<file path="src/rtl/scl_timing_pkg.sv">
package scl_timing_pkg;

  typedef enum logic [1:0] {
    SPD_STANDARD = 2'd0,
    SPD_FAST     = 2'd1,
    SPD_FASTPLUS = 2'd2,
    SPD_TURBO    = 2'd3
  } spd_class_e;

  typedef enum logic [1:0] {
    PH_OFF  = 2'd0,
    PH_LOW  = 2'd1,
    PH_HIGH = 2'd2
  } scl_phase_e;

  // Shortest allowed low phase per speed class, in oscillator periods.
  function automatic int unsigned low_floor(input logic [1:0] cls);
    case (cls)
      SPD_STANDARD: return 157;
      SPD_FAST:     return 44;
      SPD_FASTPLUS: return 17;
      default:      return 14;
    endcase
  endfunction

  // Shortest allowed high phase per speed class, in oscillator periods.
  function automatic int unsigned high_floor(input logic [1:0] cls);
    case (cls)
      SPD_STANDARD: return 134;
      SPD_FAST:     return 20;
      SPD_FASTPLUS: return 9;
      default:      return 5;
    endcase
  endfunction

endpackage

</file>
<file path="src/rtl/scl_count_clamp.sv">
module scl_count_clamp
  import scl_timing_pkg::*;
#(
  parameter int CNT_W     = 8,
  parameter bit HIGH_SIDE = 1'b0
) (
  input  logic [1:0]       mode,
  input  logic [CNT_W-1:0] req_cnt,
  output logic [CNT_W-1:0] eff_cnt
);

  logic [CNT_W-1:0] floor_cnt;

  generate
    if (HIGH_SIDE) begin : g_high
      always_comb floor_cnt = CNT_W'(high_floor(mode));
    end else begin : g_low
      always_comb floor_cnt = CNT_W'(low_floor(mode));
    end
  endgenerate

  always_comb eff_cnt = (req_cnt < floor_cnt) ? floor_cnt : req_cnt;

endmodule

</file>
<file path="src/rtl/scl_phase_seq.sv">
module scl_phase_seq
  import scl_timing_pkg::*;
#(
  parameter int CNT_W = 8
) (
  input  logic             clk,
  input  logic             rst,
  input  logic             en,
  input  logic             scl_in,
  input  logic [CNT_W-1:0] eff_low,
  input  logic [CNT_W-1:0] eff_high,
  output logic             scl_oe,
  output logic             launch_stb,
  output logic             sample_stb,
  output scl_phase_e       phase,
  output logic [CNT_W-1:0] cnt
);

  logic [CNT_W-1:0] half_low, half_high, cnt_inc;
  logic [CNT_W-1:0] last_low, last_high;
  scl_phase_e       nxt_phase;
  logic [CNT_W-1:0] nxt_cnt;
  logic             nxt_launch, nxt_sample;

  always_comb begin
    half_low  = eff_low >> 1;
    half_high = eff_high >> 1;
    last_low  = eff_low - 1'b1;
    last_high = eff_high - 1'b1;
    cnt_inc   = cnt + 1'b1;
  end

  always_comb begin
    nxt_phase  = phase;
    nxt_cnt    = cnt;
    nxt_launch = 1'b0;
    nxt_sample = 1'b0;
    if (!en) begin
      nxt_phase = PH_OFF;
      nxt_cnt   = '0;
    end else begin
      case (phase)
        PH_OFF: begin
          nxt_phase = PH_LOW;
          nxt_cnt   = '0;
        end
        PH_LOW: begin
          if (cnt >= last_low) begin
            nxt_phase = PH_HIGH;
            nxt_cnt   = '0;
          end else begin
            nxt_cnt    = cnt_inc;
            nxt_launch = (cnt_inc == half_low);
          end
        end
        PH_HIGH: begin
          if (scl_in) begin
            if (cnt >= last_high) begin
              nxt_phase = PH_LOW;
              nxt_cnt   = '0;
            end else begin
              nxt_cnt    = cnt_inc;
              nxt_sample = (cnt_inc == half_high);
            end
          end
        end
        default: begin
          nxt_phase = PH_OFF;
          nxt_cnt   = '0;
        end
      endcase
    end
  end

  always_ff @(posedge clk) begin
    if (rst) begin
      phase      <= PH_OFF;
      cnt        <= '0;
      scl_oe     <= 1'b0;
      launch_stb <= 1'b0;
      sample_stb <= 1'b0;
    end else begin
      phase      <= nxt_phase;
      cnt        <= nxt_cnt;
      scl_oe     <= (nxt_phase == PH_LOW);
      launch_stb <= nxt_launch;
      sample_stb <= nxt_sample;
    end
  end

endmodule

</file>
<file path="src/rtl/scl_timing_gen.sv">
module scl_timing_gen
  import scl_timing_pkg::*;
#(
  parameter int CNT_W = 8
) (
  input  logic             clk,
  input  logic             rst,
  input  logic             en,
  input  logic [1:0]       mode,
  input  logic [CNT_W-1:0] low_cnt,
  input  logic [CNT_W-1:0] high_cnt,
  input  logic             scl_in,
  output logic             scl_oe,
  output logic             launch_stb,
  output logic             sample_stb
);

  logic [CNT_W-1:0] eff_low, eff_high;
  scl_phase_e       seq_phase;
  logic [CNT_W-1:0] seq_cnt;

  scl_count_clamp #(.CNT_W(CNT_W), .HIGH_SIDE(1'b0)) u_low_clamp (
    .mode    (mode),
    .req_cnt (low_cnt),
    .eff_cnt (eff_low)
  );

  scl_count_clamp #(.CNT_W(CNT_W), .HIGH_SIDE(1'b1)) u_high_clamp (
    .mode    (mode),
    .req_cnt (high_cnt),
    .eff_cnt (eff_high)
  );

  scl_phase_seq #(.CNT_W(CNT_W)) u_seq (
    .clk        (clk),
    .rst        (rst),
    .en         (en),
    .scl_in     (scl_in),
    .eff_low    (eff_low),
    .eff_high   (eff_high),
    .scl_oe     (scl_oe),
    .launch_stb (launch_stb),
    .sample_stb (sample_stb),
    .phase      (seq_phase),
    .cnt        (seq_cnt)
  );

endmodule

</file>
<file path="config.mk">
export PLATFORM = sky130hd
export DESIGN_NAME = scl_timing_gen
export DESIGN_NICKNAME = d
export VERILOG_FILES = /design/src/rtl/scl_timing_pkg.sv /design/src/rtl/scl_count_clamp.sv /design/src/rtl/scl_phase_seq.sv /design/src/rtl/scl_timing_gen.sv
export SDC_FILE = /design/constraint.sdc
export NUM_CORES = 1
export LEC_CHECK = 0
export BUFFER_PORTS_ARGS = -buffer_cell sky130_fd_sc_hd__buf_2
export CORE_MARGIN = 3
export CORE_UTILIZATION = 55
export CTS_BUF_LIST = sky130_fd_sc_hd__clkbuf_4
export DETAILED_ROUTE_END_ITERATION = 16
export PLACE_DENSITY = 0.81
export SYNTH_ARGS = -nofsm -noshare
export SYNTH_HDL_FRONTEND = slang
export SYNTH_HIERARCHICAL = 1
export SYNTH_SLANG_ARGS = --single-unit
</file>
<file path="constraint.sdc">
create_clock -name clk -period 4 [get_ports clk]
set_clock_uncertainty 0.15 [all_clocks]
set_input_delay 0.2 -clock clk [delete_from_list [all_inputs] [get_ports clk]]
set_output_delay 0.2 -clock clk [all_outputs]
set_load 0.1 [all_outputs]
</file>
==> key figures <==
Layout
  • ANT cells: 0
  • # nets final: roughly 350
  • Fin area: 2640 um^2
  • Share of post-route cells with drive strength above 1: 0.342
  • Register area: 260 um^2
  • Commonest non-fill, non-tap cells in the layout: 38 x buf_4, 31 x ha_1, 22 x buf_2, 17 x inv_1, 17 x xnor2_1
  • Multi-input gate area: 1800 um^2
  • Commonest non-fill, non-tap cell in the layout: buf_4
  • Area added between synthesis and finish: 29.8%
  • Layout fillers: 228

Timing
  • RSZ-0062 raised after global routing: yes
  • Post-route minimum period: ~4100 ps
  • Final period util: 1.02
  • # setup viols final: 7
  • Worst-Margin Slew: a little under 500 ps
  • Slack of the critical path: -78.4 ps
  • Rel. slew slack: 0.669
  • Max Slew Vio Count: 0
  • Fmax: approximately 0.25 GHz
  • Setup TNS: -256 ps
  • Fin. Hold Viols: 0

Job
  • Number of max-cap violations: 0

Setup path
  • Internal reg-to-reg setup slack: between 1000 and 1500 ps
  • CP Data Required Time: 4070 ps
  • RR Startpoint: u_seq/cnt[0]$_SDFFE_PP0P_
  • Startpoint types: input pin
  • Largest fanout on the critical path: 8
  • Class of the most critical setup path: in -> reg
  • Critical Path End Type: flip-flop
  • R2R depth: 8
  • Worst R2R End: u_seq/cnt[7]$_SDFFE_PP0P_
  • Worst EP arrival: 4140 ps

Placement
  • GPL Wtd Cong: just under 0.9
  • Setup WS pre-CTS: -275 ps
  • Dpl cell area: 2470 um^2
  • Post-DP HPWL: roughly 4 mm
  • Port Buf Inserts: 24

Power
  • Leakage: roughly 1.2 nW
  • Power, Total: roughly 0.5 mW
  • Worst VDD drop: roughly 0.000088 V
  • Power per cell area: 185 nW/um^2

Global route
  • First-pass GRT wire length: around 7.8 mm
  • GR Util All Layers: 0.222
  • Busiest grt layer: met2
  • GR Layer Usage met2: 0.400
  • Initial antenna violation count: 0
  • GR Layer Usage met3: 0.0304
  • Largest net degree at the start of global routing: 10
  • Vias in the first global route: roughly 1800
  • M1 GR Usage: 0.276
  • GR Overflow Total: 0

Route
  • Drc violations: 0
  • Iteration-0 DRC Markers: 230
  • Overall routed net length: 5.38 mm
  • Vias: about 2000
  • DR WL/cell: between 15 and 20 um
  • Antenna violation net count after detailed routing: 0
  • Drt pass-1 iters: 4
  • Drt via density: 5.70

CTS
  • CTS tree: yes
  • Clock slew at reported path FFs: 80 ps
  • H-tree depth: 1
  • Worst skew pair latency: ~280 ps
  • Clock Path Buffers: 2
  • Num CTS Buffers: 3
  • Clk sinks: 13
  • # hold bufs at CTS: 0
  • CTS root buf: clkbuf_4

Yosys
  • Most used flip-flop cell after synthesis: dfxtp_1
  • Syn nets: 289
  • FF+latch count, synth: 13
  • Synth async-reset ratio: 0
  • Synth warn: 6
  • Post-synth EDFFs: 0
  • Sequential area share after synthesis: 0.128
  • Synthesized area: a little over 2000 um^2
  • Synth unique cells: 55
  • Mapped Cells: around 230
  • Post-Syn Area per Cell: between 8 and 9 um^2

Worst hold path
  • Hold Path Sink: u_seq/sample_stb$_SDFF_PP0_
  • Hold path start: scl_in
  • Worst hold path class: in -> reg
  • Hold Path Depth: 5

Die
  • Initial Util: 0.591
  • Core area: 3440 um^2
  • Die W: 66.8 um
  • Die Y-Extent: between 60 and 70 um
  • Rows: 21
  • Die ar.: between 4000 and 5000 um^2
  • # IOs: 25

Outcome
  • Failing checks: negative setup slack
  • Status: complete, but fails checks
-- where the power goes --
part,switching [mW],internal [mW],total (mW)
clock,0.0467,0.0372,0.0839
sequential,0.00123,0.131,0.132
combinational,0.134,0.138,0.272
-- worst max path at each step --
stage | start | end | slack (ps)
global route | mode[1] | u_seq/cnt[2]$_SDFFE_PP0P_ | -170
floorplan | mode[0] | u_seq/cnt[6]$_SDFFE_PP0P_ | 10
CTS | mode[0] | u_seq/cnt[7]$_SDFFE_PP0P_ | 20
global placement | mode[0] | u_seq/cnt[5]$_SDFFE_PP0P_ | -210
finish | mode[0] | u_seq/cnt[7]$_SDFFE_PP0P_ | -80
detailed placement | mode[0] | u_seq/cnt[7]$_SDFFE_PP0P_ | -270
-- synth_stat cells, types with 2 or more instances --
library cell / n / area (um^2)
ha_1: 33 / 413
inv_1: 17 / 63.8
xnor2_1: 17 / 149
xor2_1: 16 / 140
nor2_1: 15 / 56.3
dfxtp_1: 13 / 260
nand2_1: 12 / 45.0
o21ai_0: 10 / 50.1
nand2b_1: 9 / 56.3
a21oi_1: 6 / 30.0
mux2i_1: 6 / 60.1
nand3_1: 6 / 30.0
mux2_2: 5 / 56.3
nor3_1: 5 / 25.0
o21a_1: 5 / 37.5
nor4_1: 4 / 25.0
a211o_1: 3 / 26.3
a21o_1: 3 / 22.5
a31oi_1: 3 / 18.8
nor3b_1: 3 / 22.5
a2111oi_2: 2 / 30.0
and3_1: 2 / 12.5
and4_1: 2 / 17.5
mux2_4: 2 / 30.0
nand3b_1: 2 / 15.0
nand4_1: 2 / 12.5
o211ai_1: 2 / 15.0
or3_1: 2 / 12.5
-- critical path, cell delays in order --
cell      delay (ps)
buf_8            110
or2_2            330
ha_4             280
and4b_4          250
o211ai_1         140
o21ai_4          280
mux2_4           350
nor2_4           150
nand3_4           90
nor4_4           290
xnor2_1          110
ha_1             370
a21oi_2          160
and3_4           190
o211ai_1         170
buf_4            200
a311o_1          340
nor2_1           120
-- through the flow --
step / instances / util / hold slack (ps)
after global routing: 344 / 0.767 / 236
after global placement: 336 / 0.719 / 388
after floorplan: 234 / - / 314
after detailed placement: 336 / 0.719 / 418
after CTS: 340 / 0.727 / 188
final: 344 / 0.767 / 199
-- layer usage --
| metal | routed length, um | share of wire | vias to the layer above |
|---|---|---|---|
| met1 | 2360 | 0.44 | 906 |
| met2 | 2690 | 0.50 | 71 |
| met4 | 17 | 0.0032 | 0 |
| li1 | - | - | 980 |
| met3 | 312 | 0.058 | 4 |
| met5 | 0 | 0 | - |
-- cell type report --
| type | count | area share |
|---|---|---|
| clock buffers | 3 | 0.00853 |
| clock inverters | 1 | 0.00190 |
| inverters | 18 | 0.0256 |
| multi-input cells | 201 | 0.681 |
| flip-flops and latches | 13 | 0.0986 |
| well taps | 46 | 0.0218 |
| repair buffers | 62 | 0.163 |
-- sequential cells by signal, indices dropped and copies added (netlist names) --
signal            count
u_seq/scl_oe          1
u_seq/cnt             8
u_seq/sample_stb      1
u_seq/phase           2
u_seq/launch_stb      1
-- cells by family after synthesis --
family,count (synthesis),share of synthesized area
muxes,13,0.0720
xor gates and xnor gates,33,0.142
DFF,13,0.128
buffers and inverters,20,0.0406
and+or+nand+nor,75,0.216
AOI/OAI and AO/OA,47,0.198
adders and majority gates,33,0.203
-- timing repair --
action | CTS | global route
buffers inserted | 0 | 4
setup endpoints to repair | 0 | 12
resized for setup | 0 | 26
(Power assumes the default switching activity.)
